<file path="src/rtl/tag_pos_pkg.sv">
package tag_pos_pkg;
  localparam int DEF_DIST = 7;
  localparam int DEF_ROWS = 4;
endpackage

</file>
<file path="src/rtl/tag_hold.sv">
module tag_hold (
  input  logic clk,
  input  logic rst_n,
  input  logic tag_now,
  input  logic fire,
  output logic held,
  output logic err
);
  always_ff @(posedge clk) begin
    if (!rst_n) begin
      held <= 1'b0;
      err  <= 1'b0;
    end else begin
      if (fire)         held <= 1'b0;
      else if (tag_now) held <= 1'b1;
      if (tag_now && held) err <= 1'b1;
    end
  end

  AST_FIRE_CLEARS: assert property (@(posedge clk) disable iff (!rst_n)
    fire |=> !held);
  AST_ERR_STICKY: assert property (@(posedge clk) disable iff (!rst_n)
    err |=> err);
  AST_ERR_ON_OVERLAP: assert property (@(posedge clk) disable iff (!rst_n)
    (tag_now && held) |=> err);
endmodule

</file>
<file path="src/rtl/tag_route.sv">
module tag_route #(
  parameter int N_DIST = tag_pos_pkg::DEF_DIST
) (
  input  logic              fire,
  input  logic [N_DIST-1:0] len_onehot,
  output logic [N_DIST-1:0] tag_out,
  output logic [N_DIST-2:0] squash_out
);
  assign tag_out = fire ? len_onehot : '0;

  for (genvar j = 0; j < N_DIST - 1; j++) begin : g_sq
    assign squash_out[j] = fire & (|len_onehot[N_DIST-1:j+1]);
  end

  always_comb begin
    if (fire) AST_ROUTE_ONEHOT: assert ($onehot0(tag_out));
  end
endmodule

</file>
<file path="src/rtl/row_rotor.sv">
module row_rotor #(
  parameter int N_ROWS = tag_pos_pkg::DEF_ROWS,
  localparam int ROW_W = (N_ROWS > 1) ? $clog2(N_ROWS) : 1
) (
  input  logic             clk,
  input  logic             rst_n,
  input  logic             adv,
  output logic [ROW_W-1:0] row
);
  localparam logic [ROW_W-1:0] LAST = ROW_W'(N_ROWS - 1);

  always_ff @(posedge clk) begin
    if (!rst_n)    row <= '0;
    else if (adv)  row <= (row == LAST) ? '0 : row + 1'b1;
  end

  AST_ROW_ADV: assert property (@(posedge clk) disable iff (!rst_n)
    (adv && row != LAST) |=> row == $past(row) + 1'b1);
  AST_ROW_WRAP: assert property (@(posedge clk) disable iff (!rst_n)
    (adv && row == LAST) |=> row == '0);
  AST_ROW_HOLD: assert property (@(posedge clk) disable iff (!rst_n)
    !adv |=> $stable(row));
endmodule

</file>
<file path="src/rtl/tag_pos_unit.sv">
module tag_pos_unit #(
  parameter int N_DIST = tag_pos_pkg::DEF_DIST,
  parameter int N_ROWS = tag_pos_pkg::DEF_ROWS,
  localparam int ROW_W = (N_ROWS > 1) ? $clog2(N_ROWS) : 1
) (
  input  logic              clk,
  input  logic              rst_n,
  input  logic [N_DIST-1:0] tag_in,
  input  logic              tag_inject,
  input  logic [N_DIST-1:0] len_onehot,
  input  logic              inst_rdy,
  input  logic              xbar_rdy,
  output logic [N_DIST-1:0] tag_out,
  output logic [N_DIST-2:0] squash_out,
  output logic              fwd_valid,
  output logic [ROW_W-1:0]  fwd_row,
  output logic [N_DIST-1:0] fwd_len,
  output logic              proto_err
);
  logic tag_now, held, fire;

  assign tag_now = (|tag_in) | tag_inject;
  assign fire    = (held | tag_now) & inst_rdy & xbar_rdy;

  tag_hold u_hold (
    .clk(clk), .rst_n(rst_n), .tag_now(tag_now), .fire(fire),
    .held(held), .err(proto_err)
  );

  tag_route #(.N_DIST(N_DIST)) u_route (
    .fire(fire), .len_onehot(len_onehot),
    .tag_out(tag_out), .squash_out(squash_out)
  );

  row_rotor #(.N_ROWS(N_ROWS)) u_rows (
    .clk(clk), .rst_n(rst_n), .adv(fire), .row(fwd_row)
  );

  assign fwd_valid = fire;
  assign fwd_len   = fire ? len_onehot : '0;

  AST_NO_FIRE_UNREADY: assert property (@(posedge clk) disable iff (!rst_n)
    (|tag_out) |-> (inst_rdy && xbar_rdy));
  AST_FWD_BACKPRESSURE: assert property (@(posedge clk) disable iff (!rst_n)
    fwd_valid |-> xbar_rdy);
  AST_HOLD_WHILE_STALLED: assert property (@(posedge clk) disable iff (!rst_n)
    ((held || tag_now) && !(inst_rdy && xbar_rdy)) |=> held);
  AST_TAG_MATCHES_FWD: assert property (@(posedge clk) disable iff (!rst_n)
    (|tag_out) |-> fwd_valid);
endmodule

</file>
<file path="config.mk">
export PLATFORM = sky130hd
export DESIGN_NAME = tag_pos_unit
export DESIGN_NICKNAME = d
export VERILOG_FILES = /design/src/rtl/tag_pos_pkg.sv /design/src/rtl/tag_hold.sv /design/src/rtl/tag_route.sv /design/src/rtl/row_rotor.sv /design/src/rtl/tag_pos_unit.sv
export SDC_FILE = /design/constraint.sdc
export NUM_CORES = 1
export LEC_CHECK = 0
export ABC_CLOCK_PERIOD_IN_PS = 2000
export BUFFER_PORTS_ARGS = -buffer_cell sky130_fd_sc_hd__clkbuf_2
export CORE_AREA = 2 2 40 42
export CTS_CLUSTER_DIAMETER = 150
export DETAILED_ROUTE_END_ITERATION = 10
export DIE_AREA = 0 0 42 44
export PLACE_DENSITY = 0.74
export REMOVE_ABC_BUFFERS = 1
export SKIP_LAST_GASP = 1
export SLEW_MARGIN = 20
export SYNTH_ARGS = -nofsm -noshare
export SYNTH_HDL_FRONTEND = slang
export SYNTH_HIERARCHICAL = 1
export SYNTH_SLANG_ARGS = --single-unit
</file>
<file path="constraint.sdc">
create_clock -name clk -period 2 [get_ports clk]
set_input_delay 0.4 -clock clk [delete_from_list [all_inputs] [get_ports clk]]
set_output_delay 0.4 -clock clk [all_outputs]
set_load 0.01 [all_outputs]
</file>
Word level (Yosys, flattened, before mapping)
Index checks and enable logic that the tools add are counted.
Widths: inputs -> output; s select.

storage, ports and cells
  register bits after elaboration = 4
  bits of input ports = 19
  logic and storage cells = 26

operators by class
  add/subtract/negate cells = 1
  multiplexer cells = 2
  reduce and logical (&&, ||, !) cells = 8
  eq/ne operators = 1
  bitwise operators = 11

operators with widths
  operator             number
  $and 1x1->1          8
  $mux 7               1
  $reduce_or 7->1      1
  $reduce_or 6->1      1
  $reduce_or 5->1      1
  $reduce_or 2->1      2
  $reduce_or 4->1      1
  $reduce_or 3->1      1
  $add 2x1->2 const B  1
  $eq 2x2->1 const B   1
  $mux 2               1
  $or 1x1->1           2
  $logic_and 1x1->1    1
  $not 1->1            1

Depth between registers and ports, before layout
Gate-level depths: netlist of run 1.

  depth after elaboration = 6
  mapped depth = 5
  gate-level depth less buffers = 4

Hierarchy
Netlist of run 1, hierarchy kept.

by module, submodules not included
  module        area an instance (µm²)  instances  cells each
  tag_pos_unit  147.6                   1          22
  tag_route     98.8                    1          17
  row_rotor     95.1                    1          8
  tag_hold      67.6                    1          6

Worst setup path after synthesis of run 1
Ideal clock, no wire load.

  path type = input port to output port
  from = input tag_in[6]
  to = output squash_out[4]
  cell stages on the path = 4
  buffers on the path = 0
  setup slack = -250 ps
  data arrival time = 1850 ps
  path through = nor4_4 -> a31oi_1 -> and2_1 -> or2_2

between the ends
  cells in the longest elaborated chain, start to end = 6

ends and longest elaborated chain
  element                    RTL line            source
  from (decl)                tag_pos_unit.sv:8   input logic [N_DIST-1:0] tag_in,
  $reduce_or 7->1            tag_pos_unit.sv:22  assign tag_now = (|tag_in) | tag_inject;
  $or 1x1->1                 tag_pos_unit.sv:22
  $or 1x1->1                 tag_pos_unit.sv:23  assign fire = (held | tag_now) & inst_rdy & xbar_rdy;
  $and 1x1->1 (2 in series)  tag_pos_unit.sv:23
  net fwd_valid              tag_pos_unit.sv:15  output logic fwd_valid,
  $and 1x1->1                tag_route.sv:12     assign squash_out[j] = fire & (|len_onehot[N_DIST-1:j+1]);
  to (decl)                  tag_pos_unit.sv:14  output logic [N_DIST-2:0] squash_out,

The timed path passes the listed nets, and every way through them passes these cells.

Worst setup path after layout of run 1
  from = input tag_in[1]
  to = output squash_out[2]

between the ends
  cells in the longest elaborated chain, start to end = 6

ends and longest elaborated chain
  element                    RTL line
  $reduce_or 7->1            tag_pos_unit.sv:22
  $or 1x1->1                 tag_pos_unit.sv:22
  $or 1x1->1                 tag_pos_unit.sv:23
  $and 1x1->1 (2 in series)  tag_pos_unit.sv:23
  $and 1x1->1                tag_route.sv:12

No other way between the ends.

==> results of run 1 <==
## through the flow
step                      area [µm²]  setup WS, ns  total power, W
after floorplan                  393        -0.290        0.000138
after global placement           676        0.0142        0.000199
after detailed placement         676       -0.0373        0.000203
after CTS                        734      -0.00171        0.000316
after global routing             756       0.00306        0.000334
final                            756        0.0646        0.000313
## layer usage
layer	wire [µm]	global-route usage, %	share of wire [%]	up-vias
li1	-	-	-	294
met1	498	15.5	37	276
met2	750	30.9	56	27
met3	84	1.25	6.3	0
met4	0	5.81	0	0
met5	0	0	0	-
## cells by family after synthesis
family | after synthesis | synth area share (%)
and+or+nand+nor | 28 | 48.0
buffers and inverters | 6 | 6.73
muxes | 1 | 2.45
AOI/OAI and AO/OA | 13 | 20.2
adders and majority gates | 1 | 3.06
DFF | 4 | 19.6
## worst reg2reg max path, stage by stage (launching register included)
cell	delay, ns
dfxtp_1	0.35
inv_2	0.10
a31oi_4	0.21
buf_6	0.16
mux2i_1	0.18
nor2b_1	0.06
## layout by cell type, fill, tap and decap left out, drive strengths merged, types with 2 or more instances in the layout
cell type and count:
a21oi 2, a31oi 9, and2 6, buf 12
clkbuf 41, dfxtp 4, inv 3, nand2 2
nand3 7, nor2 3, nor2b 3, nor3b 2
nor4 2, or2 2
## registers in the layout, indices dropped and copies added, names as in the netlist
register     count
u_rows/row       2
u_hold/held      1
u_hold/err       1
## final cells by class
type                       instances  area [µm²]
inverter                           3        11.3
clock buffer                       3        22.5
timing repair buffer              50         295
fill                             153         663
sequential                         4        80.1
multi-input combinational         43         327
tap                               16        20.0
## final timing paths
path                from             to  slack [ns]  cells after the start
max            tag_in[1]  squash_out[2]        0.06                      6
min                rst_n  u_rows/row[0]        0.43                      2
max reg2reg  u_hold/held  u_rows/row[1]        0.83                      5
min reg2reg   u_hold/err     u_hold/err        0.52                      2
## power by group through the flow
stage          Clock [W]  Combinational [W]  Sequential, W
4_1_cts         0.000106           0.000121      0.0000891
3_5_place_dp           0           0.000113      0.0000903
3_3_place_gp           0           0.000110      0.0000898
6_report       0.0000997           0.000125      0.0000891
2_1_floorplan          0          0.0000460      0.0000915
5_1_grt         0.000108           0.000137      0.0000898
## repair_timing
item / CTS / global route
setup buffers: 1 / 1
gates cloned: 0 / 0
pin swaps: 3 / 5
resized for setup: 5 / 10
endpoints found under the setup margin: 2 / 4
hold buffers: 0 / 0
endpoints found under the hold margin: 0 / 0
==> flow_metrics.tcl, run 1 <==
set metrics [dict create \
    min_period_ns 1.94 \
    cp-end-kind "output port" \
    p_int_w 0.000215 \
    rows 14 \
    htreeDepth 1 \
    ys.flop_type "dfxtp_1" \
    arrival_ns 1.54 \
    clkSlewWorstSetupHoldPaths_ns 0.04 \
    p_sw_w 0.0000985 \
    fin_skew_ns 0.00222 \
    viasPerCell 5.02 \
    critPathMaxFanout 6 \
    setup_viol 0 \
    fin_nets 125 \
    synth_commonest_cells "9 x a31oi_1, 7 x nand3_1, 5 x and2_1" \
    hold_path_class "in -> reg" \
    worstSetupPathType "in -> out" \
    ys_seq_area_share_pct 19.6 \
    cp_slowest_cell "nor4_4" \
    synth-async-reset-ratio_pct 0 \
    switching_share_pct 31.4 \
    dp.cells 115 \
    critPathLaunchType "primary input" \
    grt_antenna_before_repair 0 \
    required_ns 1.60 \
    seqPwrFrac_pct 28.4 \
    syn-cell-area_um2 409 \
    status "completed" \
    die_h_um 44 \
    powerDensity_nw_per_um2 415 \
    wl_per_cell_um 11.2 \
    maxSlewViolCount 0 \
    io_pins 43 \
    drt_wl_total_um 1330 \
    min_period_over_period_pct 96.8 \
    cp_num_buf_inv 2 \
    max_cap_violations 0 \
    slowest_delay_ns 0.35 \
    p_leak_nw 0.403 \
    grt.overflow.total 0 \
    ys_seq_elements 4 \
    cts-root-buf "clkbuf_4" \
    first_pass_iters 4 \
    grt_usage_pct 15.0 \
    gp_congestion 0.741 \
    syn_inst 53 \
    start_util_pct 28.8 \
    place_hpwl_um 1120 \
    tns_ns 0 \
    cpLargestDelayFamily "simple AND/OR/NAND/NOR gates" \
    grt_pass1_vias 590 \
    synth_top_area_share_pct 19.6 \
    drc 0 \
    avgSynthCellArea_um2 7.72 \
    num_vias 597 \
    cts_tree "done" \
    synth.most_common_cell "a31oi_1" \
    post-route-util_pct 53.3 \
    die_w_um 42 \
    first_iter_violations 5 \
    ys_warn_count 6 \
    fmax_mhz 517 \
    ant_nets 0 \
    grt_max_degree 9 \
    yosysTopAreaCell "dfxtp_1" \
    vdd_drop_max_mv 0.424 \
    diodes 0 \
    combPwrFrac_pct 39.8 \
    numCtsBuffers 3 \
    clkLatencyLatePin_ns 0.23 \
    synth.area.top_cells "dfxtp_1 20%, a31oi_1 14%, nor4_4 10%" \
    path_cells "buf_6 > nor4_4 > a31oi_4 > and2_4 > or2_1 > buf_2" \
    rsz0062_at_grt "no" \
    place.port_buffers 42 \
    synth_cell_types 22 \
    area_growth_pct 84.7 \
    dieArea_um2 1850 \
    final_hold_viol_count 0 \
    relSlewSlack_pct 79.1 \
    clock_sinks 4 \
    cts_buffer_depth 2 \
    power.share.clock_pct 31.8 \
    grt_pass1_wl_um 2210 \
    tightest_slew_ns 0.312 \
    final_layout_size_suffix_gt1_share_pct 62.1 \
    core-area_um2 1420 \
    fin_cells 119 \
    synth-edff-count 0 \
    whs_ns 0.426 \
]
No activity file was read; power rests on OpenSTA's default activity.
==> inputs of run 2 (changes only) <==
--- a/config.mk
+++ b/config.mk
@@ -7,8 +7,10 @@
 export LEC_CHECK = 0
 export ABC_CLOCK_PERIOD_IN_PS = 2000
 export BUFFER_PORTS_ARGS = -buffer_cell sky130_fd_sc_hd__clkbuf_2
+export CAP_MARGIN = 0
 export CORE_AREA = 2 2 40 42
 export CTS_CLUSTER_DIAMETER = 150
+export CTS_CLUSTER_SIZE = 16
 export DETAILED_ROUTE_END_ITERATION = 10
 export DIE_AREA = 0 0 42 44
 export PLACE_DENSITY = 0.74
==> constraint.sdc (replaced) <==
create_clock -name clk -period 2 [get_ports clk]
set_input_delay 0.4 -clock clk [delete_from_list [all_inputs] [get_ports clk]]
set_output_delay 0.4 -clock clk [all_outputs]
set_load 0.02 [all_outputs]
==> flow_metrics.tcl, run 2 (synthesis gave the netlist of run 1 again) <==
set metrics [dict create \
    min_period_over_period_pct 99.6 \
    maxSlewViolCount 0 \
    drc 0 \
    final_cell_mix "39 x clkbuf_2, 8 x a31oi_1, 7 x nand3_1" \
    layout_commonest_cell "clkbuf_2" \
    die_h_um 44 \
    cp_slowest_cell "nor4_4" \
    final_hold_viol_count 0 \
    cts_buffer_depth 2 \
    cpLargestDelayFamily "simple AND/OR/NAND/NOR gates" \
    hold_path_class "in -> reg" \
    multi_input_area_um2 327 \
    core-area_um2 1420 \
    cp-end-kind "output port" \
    wl_per_cell_um 11.6 \
    clkSlewWorstSetupHoldPaths_ns 0.04 \
    gp_congestion 0.741 \
    io_pins 43 \
    first_pass_iters 2 \
    largest_reg_flops 2 \
    fin_nets 124 \
    final_layout_size_suffix_gt1_share_pct 61.8 \
    cp_num_buf_inv 2 \
    regArea_um2 80.1 \
    vdd_drop_max_mv 0.423 \
    clock_sinks 4 \
    nFillCells 158 \
    regMostFlops "u_rows/row" \
    powerDensity_nw_per_um2 440 \
    seqPwrFrac_pct 26.9 \
    start_util_pct 28.8 \
    numCtsBuffers 3 \
    tightest_slew_ns 0.309 \
    grt_antenna_before_repair 0 \
    viasPerCell 5.02 \
    combPwrFrac_pct 43.2 \
    rsz0062_at_grt "yes" \
    grt_pass1_vias 586 \
    grt_pass1_wl_um 2170 \
    grt.overflow.total 0 \
    min_period_ns 1.99 \
    fmax_mhz 502 \
    tns_ns 0 \
    critPathLaunchType "primary input" \
    clkLatencyLatePin_ns 0.23 \
    rows 14 \
    fin_cells 118 \
    power_w 0.000331 \
    slowest_delay_ns 0.35 \
    power.share.clock_pct 29.9 \
    status "completed" \
    critPathMaxFanout 6 \
    num_vias 592 \
    ant_nets 0 \
    place.port_buffers 42 \
    reg_top3 "u_rows/row x2, u_hold/err x1, u_hold/held x1" \
    grt_usage_pct 14.8 \
    p_sw_w 0.000116 \
    cts-root-buf "clkbuf_4" \
    dp.cells 115 \
    whs_ns 0.427 \
    first_iter_violations 5 \
    dieArea_um2 1850 \
    path_cells "buf_6 > nor4_4 > a31oi_4 > and2_4 > or2_4 > buf_8" \
    htreeDepth 1 \
    cts_hold_buffers 0 \
    p_leak_nw 0.397 \
    drt_wl_total_um 1370 \
    cts_tree "done" \
    arrival_ns 1.59 \
    max_cap_violations 0 \
    p_int_w 0.000215 \
    relSlewSlack_pct 79.3 \
    place_hpwl_um 1120 \
    fin_skew_ns 0.000670 \
    area_growth_pct 83.8 \
    diodes 0 \
    grt_max_degree 9 \
    switching_share_pct 35.0 \
    setup_viol 0 \
    worstSetupPathType "in -> out" \
    required_ns 1.60 \
    die_w_um 42 \
]
[run 2: power by group through the flow]
stage	logic, W	registers [W]	clock network [W]
2_1_floorplan	0.0000610	0.0000942	0
3_3_place_gp	0.000127	0.0000898	0
3_5_place_dp	0.000130	0.0000903	0
4_1_cts	0.000140	0.0000891	0.000106
5_1_grt	0.000155	0.0000898	0.000108
6_report	0.000143	0.0000891	0.0000989
[run 2: metrics by stage]
step                      setup WS [ns]  area (µm²)  utilization (%)
after global placement          -0.0137         676             47.6
after CTS                       -0.0115         739             52.1
after floorplan                  -0.519         393                -
after global routing            -0.0628         752             53.0
final                           0.00828         752             53.0
after detailed placement        -0.0654         676             47.6
[run 2: final cells by class]
cell class                 count  area share [%]
sequential                     4            10.6
tap                           16            2.66
clock buffer                   3            3.00
inverter                       3            1.50
multi-input combinational     43            43.4
timing repair buffer          49            38.8
[run 2: worst paths after layout]
kind               start       endpoint  slack (ns)  cells after the start
min reg2reg   u_hold/err     u_hold/err        0.51                      2
max            tag_in[1]  squash_out[4]       0.008                      6
min                rst_n  u_rows/row[0]        0.43                      2
max reg2reg  u_hold/held  u_rows/row[1]        0.81                      5
[run 2: layer usage]
layer	routed length, µm	GRT usage, %
met2	802	31.3
met4	0	5.81
met1	487	14.5
met3	76	1.25
met5	0	0
[run 2: repair_timing]
action                     CTS  global route
buffers inserted             1             0
setup endpoints to repair    4             5
gates resized for setup      8             6
pin swaps                    3             5
==> inputs of run 3 (changes only) <==
--- a/config.mk
+++ b/config.mk
@@ -6,14 +6,14 @@
 export NUM_CORES = 1
 export LEC_CHECK = 0
 export ABC_CLOCK_PERIOD_IN_PS = 2000
-export BUFFER_PORTS_ARGS = -buffer_cell sky130_fd_sc_hd__clkbuf_2
 export CAP_MARGIN = 0
-export CORE_AREA = 2 2 40 42
+export CORE_AREA = 2 2 39 41
 export CTS_CLUSTER_DIAMETER = 150
 export CTS_CLUSTER_SIZE = 16
 export DETAILED_ROUTE_END_ITERATION = 10
-export DIE_AREA = 0 0 42 44
-export PLACE_DENSITY = 0.74
+export DIE_AREA = 0 0 41 43
+export DONT_BUFFER_PORTS = 1
+export PLACE_DENSITY = 0.49
 export REMOVE_ABC_BUFFERS = 1
 export SKIP_LAST_GASP = 1
 export SLEW_MARGIN = 20
==> flow_metrics.tcl, run 3 (synthesis gave the netlist of run 1 again) <==
set metrics [dict create \
    ant_nets 0 \
    arrival_ns 1.47 \
    grt_pass1_vias 381 \
    area_growth_pct 28.1 \
    drc 0 \
    grt.overflow.total 0 \
    first_iter_violations 2 \
    regMostFlops "u_rows/row" \
    clkLatencyLatePin_ns 0.23 \
    critPathMaxFanout 8 \
    min_period_ns 1.87 \
    grt_max_degree 9 \
    htreeDepth 1 \
    p_leak_nw 0.224 \
    p_int_w 0.000184 \
    rr_worst_depth 5 \
    fin_nets 86 \
    fin_area_um2 524 \
    io_pins 43 \
    die_w_um 41 \
    power.share.clock_pct 36.2 \
    grt_antenna_before_repair 0 \
    rows 14 \
    final_layout_size_suffix_gt1_share_pct 32.8 \
    num_vias 428 \
    nFillCells 154 \
    grt_pass1_wl_um 1470 \
    numCtsBuffers 3 \
    worstSetupPathType "reg -> out" \
    fmax_mhz 534 \
    cp-startpoint "u_hold/held" \
    required_ns 1.60 \
    min_period_over_period_pct 93.6 \
    cts-root-buf "clkbuf_4" \
    cp_slowest_cell "or2_2" \
    gp_congestion 0.626 \
    first_pass_iters 2 \
    vdd_drop_max_mv 0.253 \
    place_hpwl_um 925 \
    fin_ws_ns 0.129 \
    status "completed" \
    setup_viol 0 \
    final_hold_viol_count 0 \
    r2r_slack_ns 0.69 \
    r2r-end "u_rows/row[0]" \
    seqPwrFrac_pct 34.3 \
    viasPerCell 5.35 \
    wl_per_cell_um 13.5 \
    regArea_um2 80.1 \
    p_sw_w 0.0000895 \
    rsz0062_at_grt "no" \
    cp-end-kind "output port" \
    layout_commonest_cell "buf_4" \
    max_cap_violations 0 \
    tightest_slew_ns 0.556 \
    clkSlewWorstSetupHoldPaths_ns 0.04 \
    core-area_um2 1380 \
    place.port_buffers 0 \
    cts_tree "done" \
    dpl_cell_area_um2 495 \
    worst-path-stages 4 \
    pre_cts_slack_ns 0.0779 \
    grt_usage_pct 11.8 \
    critPathLaunchType "flop" \
    relSlewSlack_pct 62.8 \
    die_h_um 43 \
    maxSlewViolCount 0 \
    final_cell_mix "11 x buf_4, 8 x a31oi_1, 7 x nand3_1" \
    switching_share_pct 32.7 \
    cp-endpoint "squash_out[4]" \
    combPwrFrac_pct 29.5 \
    path_cells "inv_1 > a31oi_2 > and2_1 > or2_2" \
    powerDensity_nw_per_um2 522 \
    drt_wl_total_um 1080 \
    hold_path_class "in -> reg" \
    slowest_delay_ns 0.35 \
    fin_skew_ns 0.000439 \
    clock_sinks 4 \
    reg_top3 "u_rows/row x2, u_hold/err x1, u_hold/held x1" \
    diodes 0 \
    cp_num_buf_inv 1 \
    cts_buffer_depth 2 \
    largest_reg_flops 2 \
    multi_input_area_um2 308 \
    start_util_pct 29.6 \
    dieArea_um2 1760 \
    cpLargestDelayFamily "simple AND/OR/NAND/NOR gates" \
    r2r_start "u_hold/held" \
]
-- run 3: cell count changes in the layout (fill, tap and decap cells not counted), moves of 2 or more --
cell / change
buf_4: +5
buf_6: -2
clkbuf_2: -39
and2_4: -3
and2_1: +3
-- run 3: routing by layer --
metal / global-route usage [%] / vias up / share of wire, %
met5: 0 / - / 0
met2: 20.0 / 29 / 49
met1: 11.6 / 184 / 35
li1: - / 215 / -
met4: 6.00 / 0 / 0
met3: 4.71 / 0 / 16
-- run 3: worst min-delay path by stage --
| stage | startpoint | end | slack (ns) | cells past startpoint |
|---|---|---|---|---|
| floorplan | u_hold/held | u_hold/err | 0.50 | 2 |
| CTS | rst_n | u_rows/row[0] | 0.28 | 1 |
| global route | rst_n | u_rows/row[0] | 0.29 | 1 |
| global placement | rst_n | u_rows/row[0] | 0.52 | 1 |
| finish | rst_n | u_rows/row[0] | 0.28 | 1 |
| detailed placement | rst_n | u_rows/row[0] | 0.52 | 1 |
-- run 3: worst register-to-register path: cells and delay by family, from the launching register on --
family / cells / cell delay [ns]
compound gates: 2 / 0.36
buf+inv: 2 / 0.39
flops: 1 / 0.31
simple gates: 1 / 0.15
-- run 3: cell type report --
type,count,share of cell area (%)
clock buffers,3,4.30
well taps,16,3.82
repair buffers,11,15.8
inverters,3,2.15
multi-input cells,43,58.7
flip-flops and latches,4,15.3
-- run 3: through the flow --
step / std cells / TNS [ns] / util [%] / power [W] / hold slack [ns]
after floorplan: 50 / -2.41 / - / 0.000155 / 0.501
after global placement: 77 / 0 / 35.8 / 0.000175 / 0.519
after detailed placement: 77 / 0 / 35.8 / 0.000176 / 0.522
after CTS: 80 / 0 / 37.9 / 0.000280 / 0.276
after global routing: 80 / 0 / 37.9 / 0.000289 / 0.295
final: 80 / 0 / 37.9 / 0.000274 / 0.284
-- run 3: what timing repair did --
action	in CTS	in global routing
hold buffers	0	0
resized for setup	1	0
setup buffers	0	0
setup endpoints to repair	2	0
-- run 3: power by group through the flow --
stage          sequential, W  clock (W)  combinational [W]
2_1_floorplan      0.0000942          0          0.0000610
3_3_place_gp       0.0000950          0          0.0000800
3_5_place_dp       0.0000952          0          0.0000807
4_1_cts            0.0000939   0.000105          0.0000819
5_1_grt            0.0000947   0.000106          0.0000884
6_report           0.0000939  0.0000991          0.0000807
